===== src/rtl/dmac_pkg.sv =====
package dmac_pkg;

  typedef enum logic [1:0] {
    DIR_P2M = 2'd0,
    DIR_M2P = 2'd1,
    DIR_M2M = 2'd2
  } dir_e;

  typedef enum logic [1:0] {
    MODE_BURST  = 2'd0,
    MODE_STEAL  = 2'd1,
    MODE_TRANSP = 2'd2
  } mode_e;

  typedef enum logic [2:0] {
    ST_IDLE,
    ST_REQ,
    ST_RD,
    ST_XF,
    ST_REL
  } st_e;

  localparam int BLEN_W = 3;

  // control word, LSB first: dir, mode, word, blen
  typedef struct packed {
    logic [BLEN_W-1:0] blen;
    logic              word;
    mode_e             mode;
    dir_e              dir;
  } cfg_t;

  localparam int CFG_W     = $bits(cfg_t);
  localparam int START_BIT = CFG_W;
  localparam int DONE_BIT  = 1;

  localparam logic [2:0] SEL_DST  = 3'd0;
  localparam logic [2:0] SEL_SRC  = 3'd1;
  localparam logic [2:0] SEL_CNT  = 3'd2;
  localparam logic [2:0] SEL_CTRL = 3'd3;
  localparam logic [2:0] SEL_STAT = 3'd4;

  // address increment per unit
  function automatic logic [7:0] step_of(input logic word, input int unsigned bytes_per_word);
    return word ? 8'(bytes_per_word) : 8'd1;
  endfunction

endpackage


===== src/rtl/dmac_regs.sv =====
module dmac_regs
  import dmac_pkg::*;
#(
  parameter int ADDR_W = 16,
  parameter int DATA_W = 16,
  parameter int CNT_W  = 8
) (
  input  logic              clk,
  input  logic              rst_n,
  input  logic [2:0]        reg_sel,
  input  logic              reg_wr,
  input  logic [DATA_W-1:0] reg_wdata,
  output logic [DATA_W-1:0] reg_rdata,
  input  logic              unit_done,
  output cfg_t              cfg,
  output logic [ADDR_W-1:0] dst,
  output logic [ADDR_W-1:0] src,
  output logic [CNT_W-1:0]  cnt,
  output logic              busy,
  output logic              done_flag
);

  localparam int WORD_BYTES = DATA_W / 8;

  logic              wr_dst, wr_src, wr_cnt, wr_ctrl;
  logic              start_req, last_unit, clr_done;
  logic [ADDR_W-1:0] step_a;

  assign wr_dst    = reg_wr && (reg_sel == SEL_DST)  && !busy;
  assign wr_src    = reg_wr && (reg_sel == SEL_SRC)  && !busy;
  assign wr_cnt    = reg_wr && (reg_sel == SEL_CNT)  && !busy;
  assign wr_ctrl   = reg_wr && (reg_sel == SEL_CTRL) && !busy;
  assign start_req = wr_ctrl && reg_wdata[START_BIT];
  assign last_unit = unit_done && (cnt == CNT_W'(1));
  assign clr_done  = reg_wr && (reg_sel == SEL_STAT) && reg_wdata[DONE_BIT];
  assign step_a    = ADDR_W'(step_of(cfg.word, WORD_BYTES));

  always_ff @(posedge clk) begin
    if (!rst_n) begin
      dst       <= '0;
      src       <= '0;
      cnt       <= '0;
      cfg       <= '0;
      busy      <= 1'b0;
      done_flag <= 1'b0;
    end else begin
      if (wr_dst)         dst <= reg_wdata[ADDR_W-1:0];
      else if (unit_done) dst <= dst + step_a;

      if (wr_src)                                src <= reg_wdata[ADDR_W-1:0];
      else if (unit_done && cfg.dir == DIR_M2M)  src <= src + step_a;

      if (wr_cnt)         cnt <= reg_wdata[CNT_W-1:0];
      else if (unit_done) cnt <= cnt - CNT_W'(1);

      if (wr_ctrl) cfg <= cfg_t'(reg_wdata[CFG_W-1:0]);

      if (start_req && cnt != '0) busy <= 1'b1;
      else if (last_unit)         busy <= 1'b0;

      if (last_unit)     done_flag <= 1'b1;
      else if (clr_done) done_flag <= 1'b0;
    end
  end

  always_comb begin
    case (reg_sel)
      SEL_DST:  reg_rdata = DATA_W'(dst);
      SEL_SRC:  reg_rdata = DATA_W'(src);
      SEL_CNT:  reg_rdata = DATA_W'(cnt);
      SEL_CTRL: reg_rdata = DATA_W'(cfg);
      SEL_STAT: reg_rdata = DATA_W'({done_flag, busy});
      default:  reg_rdata = '0;
    endcase
  end

  // the count holds while busy unless a unit completes
  assert_busy_lock_R12: assert property (@(posedge clk) disable iff (!rst_n)
    (busy && reg_wr && reg_sel == SEL_CNT && !unit_done) |=> (cnt == $past(cnt)));

  // done flag is sticky until a one is written to it
  assert_irq_sticky_R10: assert property (@(posedge clk) disable iff (!rst_n)
    (done_flag && !(reg_wr && reg_sel == SEL_STAT && reg_wdata[DONE_BIT])) |=> done_flag);

  // finishing the last unit raises done and drops busy
  assert_finish_R10: assert property (@(posedge clk) disable iff (!rst_n)
    (unit_done && cnt == CNT_W'(1)) |=> (done_flag && !busy));

  // a start with a zero count leaves the engine idle
  assert_zero_count_R11: assert property (@(posedge clk) disable iff (!rst_n)
    (!busy && reg_wr && reg_sel == SEL_CTRL && reg_wdata[START_BIT] && cnt == '0) |=> !busy);

endmodule


===== src/rtl/dmac_fsm.sv =====
module dmac_fsm
  import dmac_pkg::*;
#(
  parameter int ADDR_W = 16,
  parameter int DATA_W = 16,
  parameter int CNT_W  = 8
) (
  input  logic              clk,
  input  logic              rst_n,
  input  cfg_t              cfg,
  input  logic              busy,
  input  logic [CNT_W-1:0]  cnt,
  input  logic [ADDR_W-1:0] dst,
  input  logic [ADDR_W-1:0] src,
  input  logic              bus_grant,
  input  logic              cpu_idle,
  input  logic [DATA_W-1:0] mem_rdata,
  input  logic [DATA_W-1:0] pio_rdata,
  output logic              bus_req,
  output logic [ADDR_W-1:0] mem_addr,
  output logic              mem_rd,
  output logic              mem_wr,
  output logic              mem_word,
  output logic [DATA_W-1:0] mem_wdata,
  output logic              pio_rd,
  output logic              pio_wr,
  output logic [DATA_W-1:0] pio_wdata,
  output logic              unit_done
);

  function automatic logic [DATA_W-1:0] lane(input logic word, input logic [DATA_W-1:0] d);
    return word ? d : {{(DATA_W-8){1'b0}}, d[7:0]};
  endfunction

  st_e               state, nxt;
  logic [BLEN_W-1:0] ten_cnt;
  logic [DATA_W-1:0] hold_q;
  logic              last, may_start, tenure_full, active, unit_launch;
  st_e               first_st;

  assign last        = (cnt == CNT_W'(1));
  assign may_start   = (cfg.mode != MODE_TRANSP) || cpu_idle;
  assign first_st    = (cfg.dir == DIR_M2M) ? ST_RD : ST_XF;
  assign tenure_full = (cfg.mode == MODE_STEAL) ||
                       (cfg.mode == MODE_BURST && cfg.blen != '0 &&
                        ({1'b0, ten_cnt} + 1'b1) == {1'b0, cfg.blen});
  assign active      = bus_grant && (state == ST_RD || state == ST_XF);
  assign unit_done   = bus_grant && (state == ST_XF);

  always_comb begin
    nxt         = state;
    unit_launch = 1'b0;
    case (state)
      ST_IDLE: if (busy && may_start) nxt = ST_REQ;
      ST_REQ: begin
        if (!busy || cnt == '0) nxt = ST_REL;
        else if (bus_grant && may_start) begin
          nxt         = first_st;
          unit_launch = 1'b1;
        end
      end
      ST_RD: if (bus_grant) nxt = ST_XF;
      ST_XF: begin
        if (bus_grant) begin
          if (last || tenure_full || !may_start) nxt = ST_REL;
          else begin
            nxt         = first_st;
            unit_launch = 1'b1;
          end
        end
      end
      ST_REL:  if (!bus_grant) nxt = ST_IDLE;
      default: nxt = ST_IDLE;
    endcase
  end

  always_ff @(posedge clk) begin
    if (!rst_n) begin
      state   <= ST_IDLE;
      ten_cnt <= '0;
      hold_q  <= '0;
    end else begin
      state <= nxt;
      if (state == ST_REQ)  ten_cnt <= '0;
      else if (unit_done)   ten_cnt <= ten_cnt + 1'b1;
      if (state == ST_RD && bus_grant) hold_q <= mem_rdata;
    end
  end

  assign bus_req   = (state == ST_REQ) || (state == ST_RD) || (state == ST_XF);
  assign mem_rd    = active && (state == ST_RD || cfg.dir == DIR_M2P);
  assign mem_wr    = active && (state == ST_XF) && (cfg.dir != DIR_M2P);
  assign pio_rd    = active && (state == ST_XF) && (cfg.dir == DIR_P2M);
  assign pio_wr    = active && (state == ST_XF) && (cfg.dir == DIR_M2P);
  assign mem_addr  = (state == ST_RD) ? src : dst;
  assign mem_word  = cfg.word;
  assign mem_wdata = lane(cfg.word, (cfg.dir == DIR_P2M) ? pio_rdata : hold_q);
  assign pio_wdata = lane(cfg.word, mem_rdata);

  // a strobe is always preceded by a raised request
  assert_strobe_after_req_R4: assert property (@(posedge clk) disable iff (!rst_n)
    (mem_rd || mem_wr) |-> $past(bus_req));

  // cycle stealing gives the bus back after each unit
  assert_steal_release_R6: assert property (@(posedge clk) disable iff (!rst_n)
    (unit_done && cfg.mode == MODE_STEAL) |=> !bus_req);

  // an unlimited burst keeps the bus between units
  assert_burst_hold_R5: assert property (@(posedge clk) disable iff (!rst_n)
    (unit_done && cfg.mode == MODE_BURST && cfg.blen == '0 && !last) |=> bus_req);

  // transparent units start only on idle cycles
  assert_transp_launch_R7: assert property (@(posedge clk) disable iff (!rst_n)
    (unit_launch && cfg.mode == MODE_TRANSP) |-> cpu_idle);

  // a granted read phase is followed by its write phase
  assert_m2m_pair_R8: assert property (@(posedge clk) disable iff (!rst_n)
    (state == ST_RD && bus_grant) |=> (state == ST_XF));

endmodule


===== src/rtl/dmac_top.sv =====
module dmac_top
  import dmac_pkg::*;
#(
  parameter int ADDR_W = 16,
  parameter int DATA_W = 16,
  parameter int CNT_W  = 8
) (
  input  logic              clk,
  input  logic              rst_n,
  input  logic [2:0]        reg_sel,
  input  logic              reg_wr,
  input  logic [DATA_W-1:0] reg_wdata,
  output logic [DATA_W-1:0] reg_rdata,
  output logic              bus_req,
  input  logic              bus_grant,
  input  logic              cpu_idle,
  output logic [ADDR_W-1:0] mem_addr,
  output logic              mem_rd,
  output logic              mem_wr,
  output logic              mem_word,
  output logic [DATA_W-1:0] mem_wdata,
  input  logic [DATA_W-1:0] mem_rdata,
  output logic              pio_rd,
  input  logic [DATA_W-1:0] pio_rdata,
  output logic              pio_wr,
  output logic [DATA_W-1:0] pio_wdata,
  output logic              irq
);

  cfg_t              cfg;
  logic [ADDR_W-1:0] dst, src;
  logic [CNT_W-1:0]  cnt;
  logic              busy, done_flag, unit_done;

  dmac_regs #(.ADDR_W(ADDR_W), .DATA_W(DATA_W), .CNT_W(CNT_W)) u_regs (
    .clk(clk), .rst_n(rst_n), .reg_sel(reg_sel), .reg_wr(reg_wr),
    .reg_wdata(reg_wdata), .reg_rdata(reg_rdata), .unit_done(unit_done),
    .cfg(cfg), .dst(dst), .src(src), .cnt(cnt), .busy(busy), .done_flag(done_flag)
  );

  dmac_fsm #(.ADDR_W(ADDR_W), .DATA_W(DATA_W), .CNT_W(CNT_W)) u_fsm (
    .clk(clk), .rst_n(rst_n), .cfg(cfg), .busy(busy), .cnt(cnt), .dst(dst), .src(src),
    .bus_grant(bus_grant), .cpu_idle(cpu_idle), .mem_rdata(mem_rdata),
    .pio_rdata(pio_rdata), .bus_req(bus_req), .mem_addr(mem_addr), .mem_rd(mem_rd),
    .mem_wr(mem_wr), .mem_word(mem_word), .mem_wdata(mem_wdata), .pio_rd(pio_rd),
    .pio_wr(pio_wr), .pio_wdata(pio_wdata), .unit_done(unit_done)
  );

  assign irq = done_flag;

  // strobes only while granted
  assert_grant_held_R4: assert property (@(posedge clk) disable iff (!rst_n)
    (mem_rd || mem_wr || pio_rd || pio_wr) |-> bus_grant);

endmodule


===== config.mk =====
export PLATFORM = sky130hd
export DESIGN_NAME = dmac_top
export DESIGN_NICKNAME = d
export VERILOG_FILES = /design/src/rtl/dmac_pkg.sv /design/src/rtl/dmac_regs.sv /design/src/rtl/dmac_fsm.sv /design/src/rtl/dmac_top.sv
export SDC_FILE = /design/constraint.sdc
export NUM_CORES = 1
export LEC_CHECK = 0
export ABC_AREA = 1
export ABC_CLOCK_PERIOD_IN_PS = 2830
export BUFFER_PORTS_ARGS = -buffer_cell sky130_fd_sc_hd__buf_2
export CORE_MARGIN = 4
export CORE_UTILIZATION = 41
export CTS_CLUSTER_SIZE = 16
export DETAILED_ROUTE_END_ITERATION = 8
export PLACE_DENSITY = 0.7
export SYNTH_ARGS = -nofsm -noshare
export SYNTH_HDL_FRONTEND = slang
export SYNTH_SLANG_ARGS = --single-unit

===== constraint.sdc =====
create_clock -name clk -period 2.83 [get_ports clk]
set_input_delay 0.566 -clock clk [delete_from_list [all_inputs] [get_ports clk]]
set_output_delay 0.566 -clock clk [all_outputs]
set_load 0.02 [all_outputs]

* Word-level counts from Yosys, hierarchy flattened
Cells that the tools add are included.
** Operators by class
- Divide/modulo/power cells :: 0
- $lt $le $gt $ge :: 0
- Mux-type cells :: 25
- Multipliers :: 0
- Bitwise gates (word level) :: 1
- Reduce and logical (&&, ||, !) cells :: 51
- Eq/ne operators :: 20
- Shift-type cells :: 0
- $add $sub $neg :: 5
** Operators with widths (number)
- $mux 16 :: 8
- $pmux 16 s5 :: 1
- $add 16x8->16 :: 2
- $logic_and 1x1->1 :: 26
- $mux 3 :: 7
- $mux 8 :: 2
- $pmux 3 s5 :: 1
- $eq 3x2->1 const B :: 4
- $reduce_bool 2->1 :: 5
- $logic_or 1x1->1 :: 9
- $eq 8x1->1 const B :: 1
- $logic_not 8->1 :: 1
- $ne 2x2->1 const B :: 4
- $reduce_bool 8->1 :: 1
- $sub 8x1->8 const B :: 1
- $eq 3x1->1 const B :: 2
- $eq 3x3->1 const B :: 2
- $logic_not 3->1 :: 2
- $mux 1 :: 5
- $reduce_and 5->1 :: 1
- $add 3x1->4 const B :: 1
- $eq 2x1->1 const B :: 2
- $eq 4x3->1 :: 1
- $logic_not 2->1 :: 2
- 9 further kinds :: 11
** Word-level totals
- Memories :: 0
- Input bits :: 56
- Output and inout bits :: 71
- Bits in latches :: 0
- Memory bits (writable) :: 0
- Flip-flop bits (word level) :: 72
- ROM bits :: 0

* Depth between registers and ports, before layout
- Depth after elaboration :: 9
- Depth in mapped cells :: 16
- Gate-level depth less buffers :: 15

* Hierarchy
From an unflattened synthesis, not the netlist that was laid out.
** Second synthesis, totals
- Cells, all modules :: 846
- Area, all modules :: 5146.2 um^2
** By module, submodules not included
- dmac_regs :: times used 1, cells an instance 542, sequential area each 1001.0 um^2, area each 3469.6 um^2
- dmac_fsm :: times used 1, cells an instance 304, sequential area each 440.4 um^2, area each 1676.6 um^2

* Least setup slack after synthesis
OpenSTA, ideal clock, no wires.
- Kind :: register -> register
- From :: register, netlist name u_regs.cfg[4]
- To :: register u_regs.dst[12]
- Arrival time :: 2206 ps
- Setup time :: 128 ps
- Stages on the path, launching flop included :: 16
- Data required time :: 2702 ps
- Path slack :: 497 ps
- Path buffers :: 1
- Cell sequence :: dfxtp_1 -> clkbuf_1 -> inv_1 -> ha_1 -> inv_1 -> fa_1 -> inv_1 -> nand2_1 -> nor3_2 -> nand2_2 -> nor2_4 -> nand3_1 -> nand2_1 -> nand2_1 -> a21oi_1 -> nor2_1
** Between the ends
- Cells in the longest elaborated chain, start to end :: 4
** RTL lines
- $mux 2 :: line dmac_pkg.sv:45 : return word ? 8'(bytes_per_word) : 8'd1;
- $add 16x8->16 :: line dmac_regs.sv:48 : else if (unit_done) dst <= dst + step_a;
- $mux 16 :: line dmac_regs.sv:48
- $mux 16 :: line dmac_regs.sv:47 : if (wr_dst) dst <= reg_wdata[ADDR_W-1:0];
- end signal, assigned :: line dmac_regs.sv:47
- end signal, assigned :: line dmac_regs.sv:48
- end, declared :: line dmac_regs.sv:16 : output logic [ADDR_W-1:0] dst,
Every way passes these cells. The select of a mux whose other input is x is not followed.
A chain may end at the register's enable or synchronous reset.

* Final worst setup path
- From :: input port reg_sel[2]
- To :: output port reg_rdata[6]
** Between the ends
- Cells in the longest elaborated chain, start to end :: 2
- Elaborated cells on any way between the ends :: 6
** RTL lines
- start, declared :: line dmac_top.sv:10 : input logic [2:0] reg_sel,
- $eq 3x3->1 (tied with other cells) :: line dmac_regs.sv:67 : case (reg_sel)
- $pmux 16 s5 * :: line dmac_regs.sv:67
- end, declared :: line dmac_top.sv:13 : output logic [DATA_W-1:0] reg_rdata,
Every way passes the cells marked *; elsewhere a longest branch is shown, timed or not.

==> metrics <==
unrepaired setup endpoints after global routing no; routed vias/inst 5.25; commonest cells after routing, fill and taps aside nand2_1 (174), buf_2 (126), inv_1 (94); number of enable-type register cells in the synthesized netlist 0; number of distinct library cells after synthesis 43; number of buffers inserted during clock tree synthesis 9; die width around 120 µm; sequential share of the synthesized area 0.296; number of maximum-capacitance constraint violations 0; cell area after synthesis 0.00487 mm²; most frequently used flop master after synthesis dfxtp_1; sum of internal, switching and leakage power 0.00259 W; relative contribution of combinational cells to total power 0.147; category of the most critical setup path primary input to output pin; Post-Place Setup Slack 0.398 ns; maximum buffer depth of the clock tree 2; TritonCTS clock tree done; hold slack final approximately 0.46 ns; worst path cell trace buf_2, nor3_2, inv_2, o21ai_0, a21oi_1, o21ai_0, buf_2; Peak VDD IR 300 µV; number of failing setup endpoints in the final timing report 0; number of optimization iterations in the first detailed-route pass 7; cell with the biggest individual delay on the critical path nor3_2; number of cells upsized or downsized after cts 0; share of total power in sequential cells 0.410; overall die area 0.0137 mm²; worst slew slack as a fraction of its limit 0.671; total of fill cells in the finished design 1243; warnings from Yosys 0; number of buffers added to fix hold violations after cts 0; class of the most critical hold timing path primary input to flop; proportion of layout cells with a drive suffix above 1 0.223; initial antenna violation count 0; final instance area 0.00585 mm²; detailed-route wire length 15400 µm; number of slew-limit violations in the final report 0; worst clock skew 0.00813 ns; count of vias placed by the detailed router between 5000 and 6000; cell count after synthesis 756; Max FO, Critical Path 15; sort of element at the end of the critical path output pin; Worst EP required 2.26 ns; worst-skew pair later-pin latency 0.33 ns; Initial Utilization 0.423; DRC Markers 0; input/output buffers 126; global-route wire length before repair 24300 µm; Inserted Diodes 0; total internal power 0.00187 W; total congestion overflow after global routing 0; GR Util All Layers 0.227; placed standard-cell area approximately 0.0055 mm²; area of combinational cells with multiple inputs 0.00281 mm²; fin crit period between 2 and 2.5 ns; num rows 39; number of storage elements in the synthesis netlist 72; post-layout net count 934; num ports 127; H-tree levels 3; Setup Total Neg Slack 0 ns; Routed WL per cell 15.2 µm; leading cell type in the layout, fill and taps excluded nand2_1; root buffer cell clkbuf_16; clock transition at the registers of the reported paths 0.06 ns; Detail Placement HPWL 11700 µm; Fmax 0.409 GHz; final worst-path setup slack approximately 0.38 ns; cell leakage power 2.74 nW; share of the clock period used by the worst path after layout 0.864; sequential cell area ~0.0014 mm²; violation count after the first detailed-routing iteration 484; number of clock sinks 72; vias in the first global route between 4000 and 5000; share of synthesized flip-flops with an asynchronous set or reset 0; Worst setup SP type primary input; area added between synthesis and finish 20.1%; die height about 120 µm; cell area power density 443 mW/mm²; largest net degree at the start of global routing 38; area of the core 0.0115 mm²; CP max stage delay 0.28 ns; gp weighted congestion 0.980; final hold violation count 0; Switching Fraction 0.278; status finished, final reports clean; synthesized netlist net count ~820; Data arrival, critical path ~1.9 ns; number of setup buffers added after CTS 0; clock network fraction of design power 0.443; setup slack, reg-to-reg 0.53 ns; count of nets left with antenna violations after detail routing 0; mean area per synthesized cell 6.44 µm²; switching pwr roughly 0.00072 W; transition at the pin with the smallest max-transition slack 0.492 ns
routing by layer:
| metal | routed length, µm | track usage | vias up |
|---|---|---|---|
| li1 | - | - | 2685 |
| met1 | 6560 | 0.293 | 2383 |
| met2 | 7120 | 0.382 | 242 |
| met3 | 1390 | 0.0463 | 25 |
| met4 | 356 | 0.0696 | 0 |
| met5 | 0 | 0 | - |
final timing paths:
| check | from | cells after the start | end |
|---|---|---|---|
| worst max-delay path | reg_sel[2] | 7 | reg_rdata[6] |
| worst min register to register | u_fsm.ten_cnt[1] | 2 | u_fsm.ten_cnt[1] |
| worst min-delay path | mem_rdata[0] | 3 | u_fsm.hold_q[0] |
| worst max register to register | u_regs.cfg[4] | 12 | u_regs.src[12] |
worst max-delay path, delay by kind of cell:
family                 cells  cell delay, ns
buffers and inverters      3            0.62
AO/OA/AOI/OAI              3            0.41
AND/OR/NAND/NOR            1            0.28
cell usage after synthesis (3+ instances only):
cell / number / share of area
nand2_1: 174 / 0.13
nand2_4: 5 / 0.012
clkbuf_1: 15 / 0.012
a21oi_1: 44 / 0.045
o22ai_1: 19 / 0.024
dfxtp_1: 72 / 0.30
nor2_2: 4 / 0.0051
nand4_1: 5 / 0.0064
nor2_4: 6 / 0.014
nor2_1: 89 / 0.069
nand3_1: 26 / 0.027
a31oi_1: 17 / 0.022
o21ai_1: 11 / 0.011
o21ai_0: 79 / 0.081
nor3_2: 3 / 0.0062
buf_6: 4 / 0.0093
o211ai_1: 6 / 0.0093
nor3_1: 8 / 0.0082
inv_1: 94 / 0.072
buf_4: 8 / 0.012
ha_1: 8 / 0.021
a221oi_1: 3 / 0.0054
xor2_1: 12 / 0.022
inv_2: 14 / 0.011
buf_2: 4 / 0.0041
registers in the layout (all words and copies together) (netlist names):
name              cells
u_regs.src           16
u_regs.cnt            8
u_fsm.hold_q         16
u_regs.done_flag      1
u_regs.dst           16
u_fsm.ten_cnt         3
u_fsm.state           3
u_regs.cfg            8
u_regs.busy           1
cell families (layout without fill, tap and decap cells):
group | count (synthesis) | after routing | synth area share
and+or+nand+nor | 330 | 330 | 0.309
DFF | 72 | 72 | 0.296
adders and majority gates | 10 | 10 | 0.0288
AOI/OAI and AO/OA | 187 | 187 | 0.214
buffers and inverters | 144 | 261 | 0.128
xor gates and xnor gates | 13 | 13 | 0.0234
layout make-up:
class | count | area share
clock inverter | 5 | 0.00963
tap | 143 | 0.0306
timing repair buffer | 133 | 0.117
multi-input combinational | 540 | 0.480
clock buffer | 11 | 0.0415
sequential | 72 | 0.247
inverter | 112 | 0.0749
power groups by stage:
stage	registers [W]	logic [W]	clock network, W
final	0.00106	0.000380	0.00115
after global routing	0.00106	0.000424	0.00120
after CTS	0.00106	0.000380	0.00116
after detailed placement	0.00108	0.000378	0
after global placement	0.00108	0.000376	0
after floorplan	0.00108	0.000249	0
stage by stage:
stage / cells / utilization
final: 1016 / 0.508
after global routing: 1016 / 0.508
after CTS: 1016 / 0.508
after detailed placement: 1000 / 0.482
after global placement: 1000 / 0.482
after floorplan: 756 / -
Note: power is estimated with default switching activity, not from simulation.
